`config.mk`:
```
export PLATFORM = sky130hd
export DESIGN_NAME = irq_split_ctrl
export DESIGN_NICKNAME = d
export VERILOG_FILES = /design/src/rtl/irq_split_pkg.sv /design/src/rtl/irq_src_bank.sv /design/src/rtl/irq_enable_reg.sv /design/src/rtl/irq_line_drv.sv /design/src/rtl/irq_bus_if.sv /design/src/rtl/irq_split_ctrl.sv
export SDC_FILE = /design/constraint.sdc
export NUM_CORES = 1
export LEC_CHECK = 0
export ABC_AREA = 1
export BUFFER_PORTS_ARGS = -buffer_cell sky130_fd_sc_hd__buf_2
export CAP_MARGIN = 20
export CORE_MARGIN = 3
export CORE_UTILIZATION = 39
export DETAILED_ROUTE_END_ITERATION = 7
export GPL_TIMING_DRIVEN = 0
export PLACE_DENSITY = 0.77
export SYNTH_ARGS = -nofsm -noshare
export SYNTH_HDL_FRONTEND = slang
export SYNTH_SLANG_ARGS = --single-unit
```
`constraint.sdc`:
```
create_clock -name clk -period 0.8 [get_ports clk]
set_input_delay 0.16 -clock clk [delete_from_list [all_inputs] [get_ports clk]]
set_output_delay 0.16 -clock clk [all_outputs]
set_load 0.01 [all_outputs]
```
`src/rtl/irq_split_pkg.sv`:
```
// Package: register offsets and small helpers shared by the interrupt controller.
// Assumes a word-addressed register window of four entries starting at offset 0.
package irq_split_pkg;

    localparam int unsigned OFS_STATUS = 0;
    localparam int unsigned OFS_RAW    = 1;
    localparam int unsigned OFS_EN_SET = 2;
    localparam int unsigned OFS_EN_CLR = 3;

    typedef enum logic [1:0] {
        SEL_STATUS = 2'd0,
        SEL_RAW    = 2'd1,
        SEL_EN_SET = 2'd2,
        SEL_EN_CLR = 2'd3
    } reg_sel_e;

endpackage

```
`src/rtl/irq_src_bank.sv`:
```
// Module: pending register for the interrupt sources.
// Every bit is built either as a latched bit (set by a pulse, cleared by an
// end-of-interrupt strobe, where the set wins) or as a level bit (follows its
// input). LATCHED_MASK chooses the kind of each bit.
module irq_src_bank #(
    parameter int unsigned NUM_SRC      = 16,
    parameter logic [NUM_SRC-1:0] LATCHED_MASK = '0
) (
    input  logic               clk,
    input  logic               rst_n,
    input  logic [NUM_SRC-1:0] src_in,
    input  logic [NUM_SRC-1:0] clr_in,
    output logic [NUM_SRC-1:0] pend
);

    for (genvar i = 0; i < NUM_SRC; i++) begin : g_bit
        if (LATCHED_MASK[i]) begin : g_latched
            // Latched bit: a set pulse takes priority over a clear strobe.
            always_ff @(posedge clk) begin
                if (!rst_n)          pend[i] <= 1'b0;
                else if (src_in[i])  pend[i] <= 1'b1;
                else if (clr_in[i])  pend[i] <= 1'b0;
            end

            assert_set_wins_R4: assert property (@(posedge clk) disable iff (!rst_n)
                src_in[i] |=> pend[i]);
            assert_eoi_clears_R2: assert property (@(posedge clk) disable iff (!rst_n)
                (clr_in[i] && !src_in[i]) |=> !pend[i]);
        end else begin : g_level
            // Level bit: sample the source each cycle; clear strobes are ignored.
            always_ff @(posedge clk) begin
                if (!rst_n) pend[i] <= 1'b0;
                else        pend[i] <= src_in[i];
            end

            assert_level_track_R3: assert property (@(posedge clk) disable iff (!rst_n)
                rst_n |=> (pend[i] == $past(src_in[i])));
        end
    end

endmodule

```
`src/rtl/irq_enable_reg.sv`:
```
// Module: interrupt enable mask, changed only through set and clear strobes.
// Assumes set_stb and clr_stb never assert together (they decode from one address).
module irq_enable_reg #(
    parameter int unsigned NUM_SRC = 16
) (
    input  logic               clk,
    input  logic               rst_n,
    input  logic               set_stb,
    input  logic               clr_stb,
    input  logic [NUM_SRC-1:0] bits,
    output logic [NUM_SRC-1:0] mask
);

    // Apply a write-one-to-set or write-one-to-clear update to the mask.
    always_ff @(posedge clk) begin
        if (!rst_n)       mask <= '0;
        else if (set_stb) mask <= mask | bits;
        else if (clr_stb) mask <= mask & ~bits;
    end

    assert_enable_set_R5: assert property (@(posedge clk) disable iff (!rst_n)
        set_stb |=> ((mask & $past(bits)) == $past(bits)));
    assert_enable_clr_R6: assert property (@(posedge clk) disable iff (!rst_n)
        clr_stb |=> ((mask & $past(bits)) == '0));

endmodule

```
`src/rtl/irq_line_drv.sv`:
```
// Module: one registered interrupt request line covering a contiguous range
// of source bits [LO_BIT..HI_BIT]. Assumes LO_BIT <= HI_BIT < NUM_SRC.
module irq_line_drv #(
    parameter int unsigned NUM_SRC = 16,
    parameter int unsigned LO_BIT  = 0,
    parameter int unsigned HI_BIT  = 3
) (
    input  logic               clk,
    input  logic               rst_n,
    input  logic [NUM_SRC-1:0] pend,
    input  logic [NUM_SRC-1:0] mask,
    output logic               line
);

    logic [NUM_SRC-1:0] sel;

    // Build the bit-range selector for this line.
    always_comb begin
        for (int i = 0; i < NUM_SRC; i++) begin
            sel[i] = (i >= LO_BIT) && (i <= HI_BIT);
        end
    end

    // Register the request so that the line is glitch-free.
    always_ff @(posedge clk) begin
        if (!rst_n) line <= 1'b0;
        else        line <= |(pend & mask & sel);
    end

endmodule

```
`src/rtl/irq_bus_if.sv`:
```
// Module: register decode. It turns writes into enable strobes with the
// lane-qualified data and forms combinational read data. Assumes NUM_SRC <= DATA_W.
module irq_bus_if
    import irq_split_pkg::*;
#(
    parameter int unsigned NUM_SRC = 16,
    parameter int unsigned ADDR_W  = 4,
    parameter int unsigned DATA_W  = 32,
    localparam int unsigned BE_W   = DATA_W / 8
) (
    input  logic [ADDR_W-1:0]  addr,
    input  logic               wr_en,
    input  logic [DATA_W-1:0]  wdata,
    input  logic [BE_W-1:0]    be,
    input  logic [NUM_SRC-1:0] pend,
    input  logic [NUM_SRC-1:0] mask,
    output logic               set_stb,
    output logic               clr_stb,
    output logic [NUM_SRC-1:0] bits,
    output logic [DATA_W-1:0]  rdata
);

    logic               mapped;
    reg_sel_e           sel;
    logic [NUM_SRC-1:0] lanes;

    // Decode the word offset into a register select.
    always_comb begin
        mapped = (addr <= ADDR_W'(OFS_EN_CLR));
        sel    = reg_sel_e'(addr[1:0]);
    end

    // Expand the byte enables into per-bit lane qualifiers.
    always_comb begin
        for (int i = 0; i < NUM_SRC; i++) begin
            lanes[i] = be[i / 8];
        end
        bits = wdata[NUM_SRC-1:0] & lanes;
    end

    // Raise the enable strobes; writes to the status views go nowhere.
    always_comb begin
        set_stb = wr_en && mapped && (sel == SEL_EN_SET);
        clr_stb = wr_en && mapped && (sel == SEL_EN_CLR);
    end

    // Select the read data for the current offset.
    always_comb begin
        rdata = '0;
        if (mapped) begin
            unique case (sel)
                SEL_STATUS: rdata[NUM_SRC-1:0] = pend;
                SEL_RAW:    rdata[NUM_SRC-1:0] = pend;
                SEL_EN_SET: rdata[NUM_SRC-1:0] = mask;
                SEL_EN_CLR: rdata = '0;
            endcase
        end
    end

endmodule

```
`src/rtl/irq_split_ctrl.sv`:
```
// Module: top of the split interrupt controller. Sources below FAST_CNT drive
// the fast request line and the rest drive the normal line. Assumes a
// synchronous active-low reset and the bus to be word-addressed.
module irq_split_ctrl
    import irq_split_pkg::*;
#(
    parameter int unsigned NUM_SRC  = 16,
    parameter int unsigned FAST_CNT = 4,
    parameter int unsigned ADDR_W   = 4,
    parameter int unsigned DATA_W   = 32,
    parameter logic [NUM_SRC-1:0] LATCHED_MASK = 16'h0F00,
    localparam int unsigned BE_W    = DATA_W / 8
) (
    input  logic               clk,
    input  logic               rst_n,
    input  logic [NUM_SRC-1:0] src_in,
    input  logic [NUM_SRC-1:0] eoi_clr,
    input  logic               bus_wr_en,
    input  logic [ADDR_W-1:0]  bus_addr,
    input  logic [DATA_W-1:0]  bus_wdata,
    input  logic [BE_W-1:0]    bus_be,
    output logic [DATA_W-1:0]  bus_rdata,
    output logic               fiq_o,
    output logic               irq_o
);

    localparam logic [NUM_SRC-1:0] FAST_SEL = NUM_SRC'((1 << FAST_CNT) - 1);

    logic [NUM_SRC-1:0] pend;
    logic [NUM_SRC-1:0] mask;
    logic [NUM_SRC-1:0] wbits;
    logic               set_stb;
    logic               clr_stb;

    irq_src_bank #(.NUM_SRC(NUM_SRC), .LATCHED_MASK(LATCHED_MASK)) u_bank (
        .clk(clk), .rst_n(rst_n), .src_in(src_in), .clr_in(eoi_clr), .pend(pend)
    );

    irq_bus_if #(.NUM_SRC(NUM_SRC), .ADDR_W(ADDR_W), .DATA_W(DATA_W)) u_bus (
        .addr(bus_addr), .wr_en(bus_wr_en), .wdata(bus_wdata), .be(bus_be),
        .pend(pend), .mask(mask), .set_stb(set_stb), .clr_stb(clr_stb),
        .bits(wbits), .rdata(bus_rdata)
    );

    irq_enable_reg #(.NUM_SRC(NUM_SRC)) u_en (
        .clk(clk), .rst_n(rst_n), .set_stb(set_stb), .clr_stb(clr_stb),
        .bits(wbits), .mask(mask)
    );

    irq_line_drv #(.NUM_SRC(NUM_SRC), .LO_BIT(0), .HI_BIT(FAST_CNT-1)) u_fast (
        .clk(clk), .rst_n(rst_n), .pend(pend), .mask(mask), .line(fiq_o)
    );

    irq_line_drv #(.NUM_SRC(NUM_SRC), .LO_BIT(FAST_CNT), .HI_BIT(NUM_SRC-1)) u_norm (
        .clk(clk), .rst_n(rst_n), .pend(pend), .mask(mask), .line(irq_o)
    );

    assert_reset_clears_R1: assert property (@(posedge clk)
        !rst_n |=> (pend == '0 && mask == '0 && !fiq_o && !irq_o));
    assert_fast_line_R9: assert property (@(posedge clk) disable iff (!rst_n)
        fiq_o == |($past(pend & mask) & FAST_SEL));
    assert_norm_line_R10: assert property (@(posedge clk) disable iff (!rst_n)
        irq_o == |($past(pend & mask) & ~FAST_SEL));
    assert_status_wr_ignored_R8: assert property (@(posedge clk) disable iff (!rst_n)
        (bus_wr_en && bus_addr <= ADDR_W'(OFS_RAW)) |=> $stable(mask));

endmodule

```
==> flow_summary.ini, run 1 <==
[global_route]
grt_first_pass_wirelength_um = 9121
via_count_of_the_first_global_routing_pass = 2109
maximum_number_of_pins_on_one_net_before_global_route_repair = 11
globalRoute.totalOverflow = 0
grt_antenna_before_repair = 0
grt_usage = 0.2109

[critical_path]
cp_cell_sequence = nand2_2 -> a21oi_2 -> buf_2
worst_ep_arrival_time_ns = 0.99
cell_depth_of_the_worst_flop_to_flop_path = 7
timing.critical_path.max_delay_family = flip-flops
timing.critical_path.required_ns = 0.64
cp_slowest_stage_delay_ns = 0.35
setup.worst_path.class = reg2out
critical_path.endpoint_type = output port
rrSetupSlack_ns = -0.21
crit_path_top_delay_cell = sky130_fd_sc_hd__dfxtp_2
timing.critical_path.fanout_max = 2
cp.buffers_inverters = 1
cp-start-kind = register
rr_endpoint = u_norm.line

[logic_synthesis]
ys.flop_type = sky130_fd_sc_hd__dfxtp_1
post_synth_edffs = 0
synth_largest_area_cell = sky130_fd_sc_hd__dfxtp_1
synthTopCellsByArea = sky130_fd_sc_hd__dfxtp_1, sky130_fd_sc_hd__nand2_1, sky130_fd_sc_hd__a21oi_1
syn_area_um2 = 1874
register_area_share_after_synthesis = 0.3632
synthTopCellsByCount = sky130_fd_sc_hd__nand2_1, sky130_fd_sc_hd__inv_1, sky130_fd_sc_hd__a21oi_1
async_flop_share = 0
yosys.area.top_type_share = 0.3632
distinct_cell_type_count_after_synthesis = 16
postSynthAreaPerCell_um2 = 6.508
netlist_instances = 288
synthesis.yosys.warnings = 0
postSynthRegisterBits = 34
synthMostInstantiatedCell = sky130_fd_sc_hd__nand2_1

[clock_tree]
cts.root.buffer_cell = sky130_fd_sc_hd__clkbuf_8
numCtsBuffers = 5
cts_sinks = 34
h_tree_depth = 2
clk_transition_reported_paths_ns = 0.07
cts-hold-fix-buffers = 0
tritoncts_clock_tree = yes
insertion_delay_ns = 0.29
clockBufferDepth = 2

[sta]
max_freq_mhz = 867.9
post-route-worst-setup-slack_ns = -0.3522
finalCritPeriodShare = 1.440
finalSetupViolCount = 20
final_setup_tns_ns = -5.507
finalMaxSlewViolations = 0
timing.final.crit_period_ns = 1.152
final.setup_skew_ns = 0.006789
rsz0062_at_grt = true
timing.final.hold_violations = 0
holdWs_ns = 0.04612

[route]
drt-initial-drc-count = 144
routed_wirelength_um = 6039
initial_drt_pass_iterations = 7
avgViaCountPerCell = 4.891
num_vias = 2201
avgRoutedWirePerCell_um = 13.42
antenna_left = 0
drt_drc_violations_left = 0

[power_and_ir_drop]
design_power_total_mw = 3.899
cellLeakagePower_nw = 1.539
peakVddDrop_v = 0.0008033
p_per_area_nw_per_um2 = 1286

[floorplanning]
initial_utilization = 0.4161
fp.dieH_um = 75.33
die_width_um = 75.33
placement_rows = 24
floorplan.core_area_um2 = 4504
boundaryPins = 109
die_area_um2 = 5674

[outcome]
violated_checks = negative setup slack
run_status = finished, violations left

[min_path]
hold_path.startpoint = src_in[12]
hold_path_end = u_bank.pend[12]
hold_class = in2reg
min_delay_path_depth = 3

[placed_design]
gp_routability_congestion = 0.8058
hpwlAfterDp_um = 3743
io_buffer_count = 59
placedInstanceArea_um2 = 2456
placement.setup.worst_slack_ns = -0.4077
placed_cells = 414

[finish]
fin_nets = 472
layout.cell_area.non_filler_um2 = 3033
final_core_utilization = 0.6733
layout.cells.non_filler = 450
area.growth.synth_to_final_pct = 61.82
drive_gt1_frac = 0.5578
antennaDiodeCount = 0

[job]
max_cap_check_violation_count = 0
[worst max path at each step]
stage,startpoint,endpoint,slack (ns),cells past startpoint
after floorplan,bus_addr[2],bus_rdata[10],-0.05,4
after global placement,bus_addr[1],bus_rdata[8],-0.39,7
after detailed placement,bus_addr[1],bus_rdata[8],-0.41,7
after CTS,register,bus_rdata[8],-0.33,3
after global routing,register,bus_rdata[8],-0.37,3
final,u_bank.pend[15],bus_rdata[15],-0.35,3
[final cells by class]
type	count	area (µm²)
plain buffers	32	277.8
clock buffers	7	86.33
clock inverters	1	5.005
fillers	372	1471
inverters	40	160.2
multi-input cells	197	1121
flip-flops and latches	34	720.7
well taps	52	65.06
repair buffers	87	596.8
[worst min-delay path, delay by kind of cell]
| kind | cells | cell delay, ns |
|---|---|---|
| buffers and inverters | 2 | 0.11 |
| AND/OR/NAND/NOR | 1 | 0.04 |
[cell usage in the layout, fill, tap and decap left out, drive strengths merged]
cell type / Yosys / routed
nand2: 101 / 101
dfxtp: 34 / 34
nand3: 16 / 16
clkbuf: 3 / 10
a31oi: 1 / 1
clkinv: 0 / 1
inv: 40 / 40
a21oi: 36 / 36
buf: 29 / 116
nand4: 16 / 16
nor2: 11 / 11
conb: 1 / 16
[cells by family (layout without fill, tap and decap cells)]
logic type / count (synthesis) / count (layout) / synth area share
simple gates: 144 / 144 / 0.3331
compound gates: 37 / 37 / 0.09947
buf+inv: 72 / 167 / 0.2023
flops: 34 / 34 / 0.3631
other cells: 1 / 16 / 0.002001
[report_power, final]
part           internal [mW]  switching, mW  leakage (nW)
Sequential              1.75         0.0388         0.291
Clock                  0.695          0.645        0.0482
Combinational          0.349          0.417          1.20
[metal layers]
metal  GRT usage  wire length, µm
met1      0.2321             2318
met2      0.3768             3144
met3     0.05277              412
met4      0.1010              163
met5           0                0
[repair_timing]
action	in CTS	in global routing
setup buffers	24	5
endpoints found under the setup margin	19	40
pin swaps	34	19
resized for setup	75	31
gates cloned	1	0
No activity file was read; power rests on OpenSTA's default activity.
==> run 2: changes to the inputs <==
--- a/config.mk
+++ b/config.mk
@@ -8,11 +8,13 @@
 export ABC_AREA = 1
 export BUFFER_PORTS_ARGS = -buffer_cell sky130_fd_sc_hd__buf_2
 export CAP_MARGIN = 20
+export CELL_PAD_IN_SITES_DETAIL_PLACEMENT = 1
+export CELL_PAD_IN_SITES_GLOBAL_PLACEMENT = 1
 export CORE_MARGIN = 3
-export CORE_UTILIZATION = 39
+export CORE_UTILIZATION = 26
 export DETAILED_ROUTE_END_ITERATION = 7
 export GPL_TIMING_DRIVEN = 0
-export PLACE_DENSITY = 0.77
+export PLACE_DENSITY = 0.78
 export SYNTH_ARGS = -nofsm -noshare
 export SYNTH_HDL_FRONTEND = slang
 export SYNTH_SLANG_ARGS = --single-unit
==> flow_summary.ini, run 2 (synthesized netlist as in run 1, its figures left out) <==
[placed_design]
placed_cells = 458
placedInstanceArea_um2 = 2511
io_buffer_count = 59
gp_routability_congestion = 0.8018
placement.setup.worst_slack_ns = -0.4095
hpwlAfterDp_um = 4652

[clock_tree]
numCtsBuffers = 5
insertion_delay_ns = 0.30
clk_transition_reported_paths_ns = 0.07
cts.root.buffer_cell = sky130_fd_sc_hd__clkbuf_8
cts_sinks = 34
clockBufferDepth = 2
tritoncts_clock_tree = yes
cts-hold-fix-buffers = 0
h_tree_depth = 2

[finish]
mostFrequentLayoutCells = sky130_fd_sc_hd__nand2_1, sky130_fd_sc_hd__buf_2, sky130_fd_sc_hd__buf_4
multiInputGateArea_um2 = 1147
area.growth.synth_to_final_pct = 70.49
layout.cells.non_filler = 498
fin_nets = 476
fill_cell_instance_count_of_the_final_layout = 889
regArea_um2 = 721.9
layout.cell_area.non_filler_um2 = 3196
drive_gt1_frac = 0.5622
antennaDiodeCount = 0
most_frequent_standard_cell_in_the_layout_excluding_fill_and_tap_cells = sky130_fd_sc_hd__nand2_1

[route]
avgViaCountPerCell = 4.484
initial_drt_pass_iterations = 4
avgRoutedWirePerCell_um = 14.27
num_vias = 2233
drt_drc_violations_left = 0
drt-initial-drc-count = 64
routed_wirelength_um = 7106
antenna_left = 0

[floorplanning]
die_area_um2 = 8264
die_width_um = 90.91
boundaryPins = 109
floorplan.core_area_um2 = 6907
fp.dieH_um = 90.91
placement_rows = 30
initial_utilization = 0.2714

[global_route]
grt-busiest-layer = met2
grt_usage = 0.1713
grt_util_met1 = 0.1798
grt_first_pass_wirelength_um = 11230
via_count_of_the_first_global_routing_pass = 2478
maximum_number_of_pins_on_one_net_before_global_route_repair = 11
gr-usage-met3 = 0.05083
grt_antenna_before_repair = 0
grt_use_met2 = 0.3200
globalRoute.totalOverflow = 0

[sta]
post-route-worst-setup-slack_ns = -0.3397
finalMaxSlewViolations = 0
max_freq_mhz = 877.4
final.setup_skew_ns = 0.001076
finalCritPeriodShare = 1.425
timing.final.crit_period_ns = 1.140
timing.final.hold_violations = 0
rsz0062_at_grt = true
finalSetupViolCount = 21
holdWs_ns = 0.04206

[critical_path]
cp_cell_sequence = nand2_2 -> a21oi_4 -> buf_2
timing.critical_path.max_delay_family = flip-flops
critical_path.endpoint_type = output port
cp.buffers_inverters = 1
cp_slowest_stage_delay_ns = 0.35
timing.critical_path.required_ns = 0.64
timing.critical_path.fanout_max = 2
setup.worst_path.class = reg2out
cp-start-kind = register
crit_path_top_delay_cell = sky130_fd_sc_hd__dfxtp_2
worst_ep_arrival_time_ns = 0.98

[outcome]
run_status = finished, violations left
violated_checks = negative setup slack

[power_and_ir_drop]
design_power_total_mw = 3.992
peakVddDrop_v = 0.0006583
cellLeakagePower_nw = 1.632
p_per_area_nw_per_um2 = 1249

[min_path]
hold_class = in2reg

[job]
max_cap_check_violation_count = 0
run 2: changes by cell type in the layout (fill, tap and decap cells not counted), sizes merged:
cell / previous run / this run
clkbuf: 10 / 12
buf: 116 / 118
run 2: final cells by class:
cell class,count,area share
inverter,40,0.05012
buffer,32,0.09201
timing repair buffer,91,0.2067
clock buffer,7,0.02702
tap,96,0.03759
sequential,34,0.2259
clock inverter,1,0.001566
multi-input combinational,197,0.3590
run 2: power breakdown:
group	internal, mW	leakage (nW)	switching (mW)
combinational	0.389	1.29	0.448
clock	0.695	0.0482	0.667
sequential	1.75	0.291	0.0385
run 2: stage by stage:
step / util / setup TNS [ns]
final: 0.4627 / -5.596
after global routing: 0.4627 / -6.574
after CTS: 0.4370 / -5.712
after global placement: 0.3636 / -12.07
after floorplan: - / -0.7780
after detailed placement: 0.3636 / -13.04
run 2: final timing paths:
| kind | cells past startpoint | slack, ns | endpoint | start |
|---|---|---|---|---|
| setup / recovery | 3 | -0.34 | bus_rdata[8] | register |
| hold reg to reg | 2 | 0.50 | u_fast.line | u_bank.pend[2] |
| setup reg to reg | 7 | -0.26 | u_norm.line | register |
| hold / removal | 3 | 0.04 | u_bank.pend[6] | src_in[6] |
run 2: timing repair:
action                     4_1_cts  5_1_grt
setup buffers                   28        3
pin swaps                       29       23
gates resized for setup         81       35
gates cloned                     1        2
setup endpoints to repair       21       39
run 2: worst register-to-register path, cell delays in order (launching register included):
cell	delay (ns)
sky130_fd_sc_hd__dfxtp_2	0.34
sky130_fd_sc_hd__buf_4	0.14
sky130_fd_sc_hd__nand2_1	0.06
sky130_fd_sc_hd__inv_1	0.04
sky130_fd_sc_hd__nor2_1	0.13
sky130_fd_sc_hd__nand2_1	0.08
sky130_fd_sc_hd__nor2_1	0.11
sky130_fd_sc_hd__nor2_1	0.05
run 2: layer usage:
metal / vias up / share of wire / routed length, µm
met2: 72 / 0.53 / 3751
li1: 1092 / - / -
met3: 13 / 0.061 / 435
met5: - / 0 / 0
met1: 1056 / 0.39 / 2757
met4: 0 / 0.023 / 162
==> run 3: changes to the inputs <==
--- a/config.mk
+++ b/config.mk
@@ -18,3 +18,4 @@
 export SYNTH_ARGS = -nofsm -noshare
 export SYNTH_HDL_FRONTEND = slang
 export SYNTH_SLANG_ARGS = --single-unit
+export TNS_END_PERCENT = 10
==> constraint.sdc (replaced) <==
create_clock -name clk -period 0.8 [get_ports clk]
set_input_delay 0.12 -clock clk [delete_from_list [all_inputs] [get_ports clk]]
set_output_delay 0.12 -clock clk [all_outputs]
set_load 0.01 [all_outputs]
==> flow_summary.ini, run 3 (synthesized netlist as in run 1, its figures left out) <==
[clock_tree]
numCtsBuffers = 5
clockBufferDepth = 2
insertion_delay_ns = 0.29
clk_transition_reported_paths_ns = 0.07
tritoncts_clock_tree = yes
cts.root.buffer_cell = sky130_fd_sc_hd__clkbuf_8
h_tree_depth = 2
cts_sinks = 34
cts-hold-fix-buffers = 0

[finish]
antennaDiodeCount = 0
most_frequent_standard_cell_in_the_layout_excluding_fill_and_tap_cells = sky130_fd_sc_hd__nand2_1
layout.cells.non_filler = 474
area.growth.synth_to_final_pct = 41.59
fill_cell_instance_count_of_the_final_layout = 942
drive_gt1_frac = 0.4392
fin_nets = 452
layout.cell_area.non_filler_um2 = 2654
mostFrequentLayoutCells = sky130_fd_sc_hd__nand2_1, sky130_fd_sc_hd__buf_2, sky130_fd_sc_hd__inv_1

[power_and_ir_drop]
cellLeakagePower_nw = 1.376
p_per_area_nw_per_um2 = 1419
peakVddDrop_v = 0.0006630

[global_route]
via_count_of_the_first_global_routing_pass = 2191
grt_usage = 0.1479
globalRoute.totalOverflow = 0
maximum_number_of_pins_on_one_net_before_global_route_repair = 11
grt_first_pass_wirelength_um = 9853
grt_antenna_before_repair = 0

[placed_design]
io_buffer_count = 59
placed_cells = 458
hpwlAfterDp_um = 4593
placedInstanceArea_um2 = 2389
placement.setup.worst_slack_ns = -0.3886
gp_routability_congestion = 0.7953

[sta]
timing.final.hold_violations = 0
finalSetupViolCount = 20
rsz0062_at_grt = true
finalMaxSlewViolations = 0
max_freq_mhz = 897.3
final_setup_tns_ns = -4.927
timing.final.crit_period_ns = 1.114
slew_headroom = 0.6325
final.setup_skew_ns = 0.009588
worst_slew_pin_slew_ns = 0.5512
post-route-worst-setup-slack_ns = -0.3145
holdWs_ns = 0.002443
finalCritPeriodShare = 1.393

[floorplanning]
placement_rows = 30
die_area_um2 = 8264
die_width_um = 90.91
initial_utilization = 0.2714
fp.dieH_um = 90.91
boundaryPins = 109
floorplan.core_area_um2 = 6907

[critical_path]
worst_ep_arrival_time_ns = 0.99
cp.buffers_inverters = 1
setup.worst_path.class = reg2out
timing.critical_path.required_ns = 0.68
cp-start-kind = register
timing.critical_path.max_delay_family = flip-flops
cp_cell_sequence = nand2_1 -> a21oi_2 -> buf_2
crit_path_top_delay_cell = sky130_fd_sc_hd__dfxtp_2
cp_slowest_stage_delay_ns = 0.33
timing.critical_path.fanout_max = 2
critical_path.endpoint_type = output port

[min_path]
hold_class = in2reg

[route]
routed_wirelength_um = 6207
avgViaCountPerCell = 4.348
drt_drc_violations_left = 0
antenna_left = 0
drt-initial-drc-count = 49
initial_drt_pass_iterations = 4
avgRoutedWirePerCell_um = 13.09
num_vias = 2061

[job]
max_cap_check_violation_count = 0

[outcome]
violated_checks = negative setup slack
run_status = finished, violations left
-- run 3: layout make-up --
cell class	instances	area, µm²	area share
multi-input combinational	197	960.9	0.3621
sequential	34	719.4	0.2711
timing repair buffer	67	359.1	0.1353
buffer	32	247.7	0.09335
inverter	40	155.1	0.05846
tap	96	120.1	0.04526
clock buffer	7	86.33	0.03253
clock inverter	1	5.005	0.001886
-- run 3: tightest hold or removal path: cells and delay by family --
family / cells / cell delay [ns]
buffers and inverters: 2 / 0.11
AND/OR/NAND/NOR: 1 / 0.04
-- run 3: power by group --
part	switching [mW]	internal [mW]	total, mW
clock	0.648	0.695	1.34
combinational	0.370	0.266	0.636
sequential	0.0328	1.75	1.79
total	1.05	2.71	3.76
-- run 3: timing repair --
action,in CTS,in global routing
buffers inserted,4,4
gates resized for setup,41,16
pin swaps,3,7
setup endpoints to repair,19,32
-- run 3: worst paths after layout --
path	endpoint	slack, ns	cells past startpoint	from
setup / recovery	bus_rdata[11]	-0.31	3	u_bank.pend[11]
hold / removal	u_bank.pend[0]	0.002	3	src_in[0]
setup reg to reg	u_norm.line	-0.24	7	register
hold reg to reg	register	0.47	2	register
-- run 3: through the flow --
stage                     total power, mW  utilization
after CTS                           3.778       0.3732
after global placement              2.387       0.3458
final                               3.765       0.3842
after global routing                3.954       0.3842
after floorplan                     2.182            -
after detailed placement            2.404       0.3458
-- run 3: per-layer routing --
layer,wire [µm],up-vias,GRT usage
met5,0,-,0
met4,107,0,0.05653
met3,246,12,0.02917
met2,3185,48,0.2644
met1,2667,959,0.1731
li1,-,1042,-
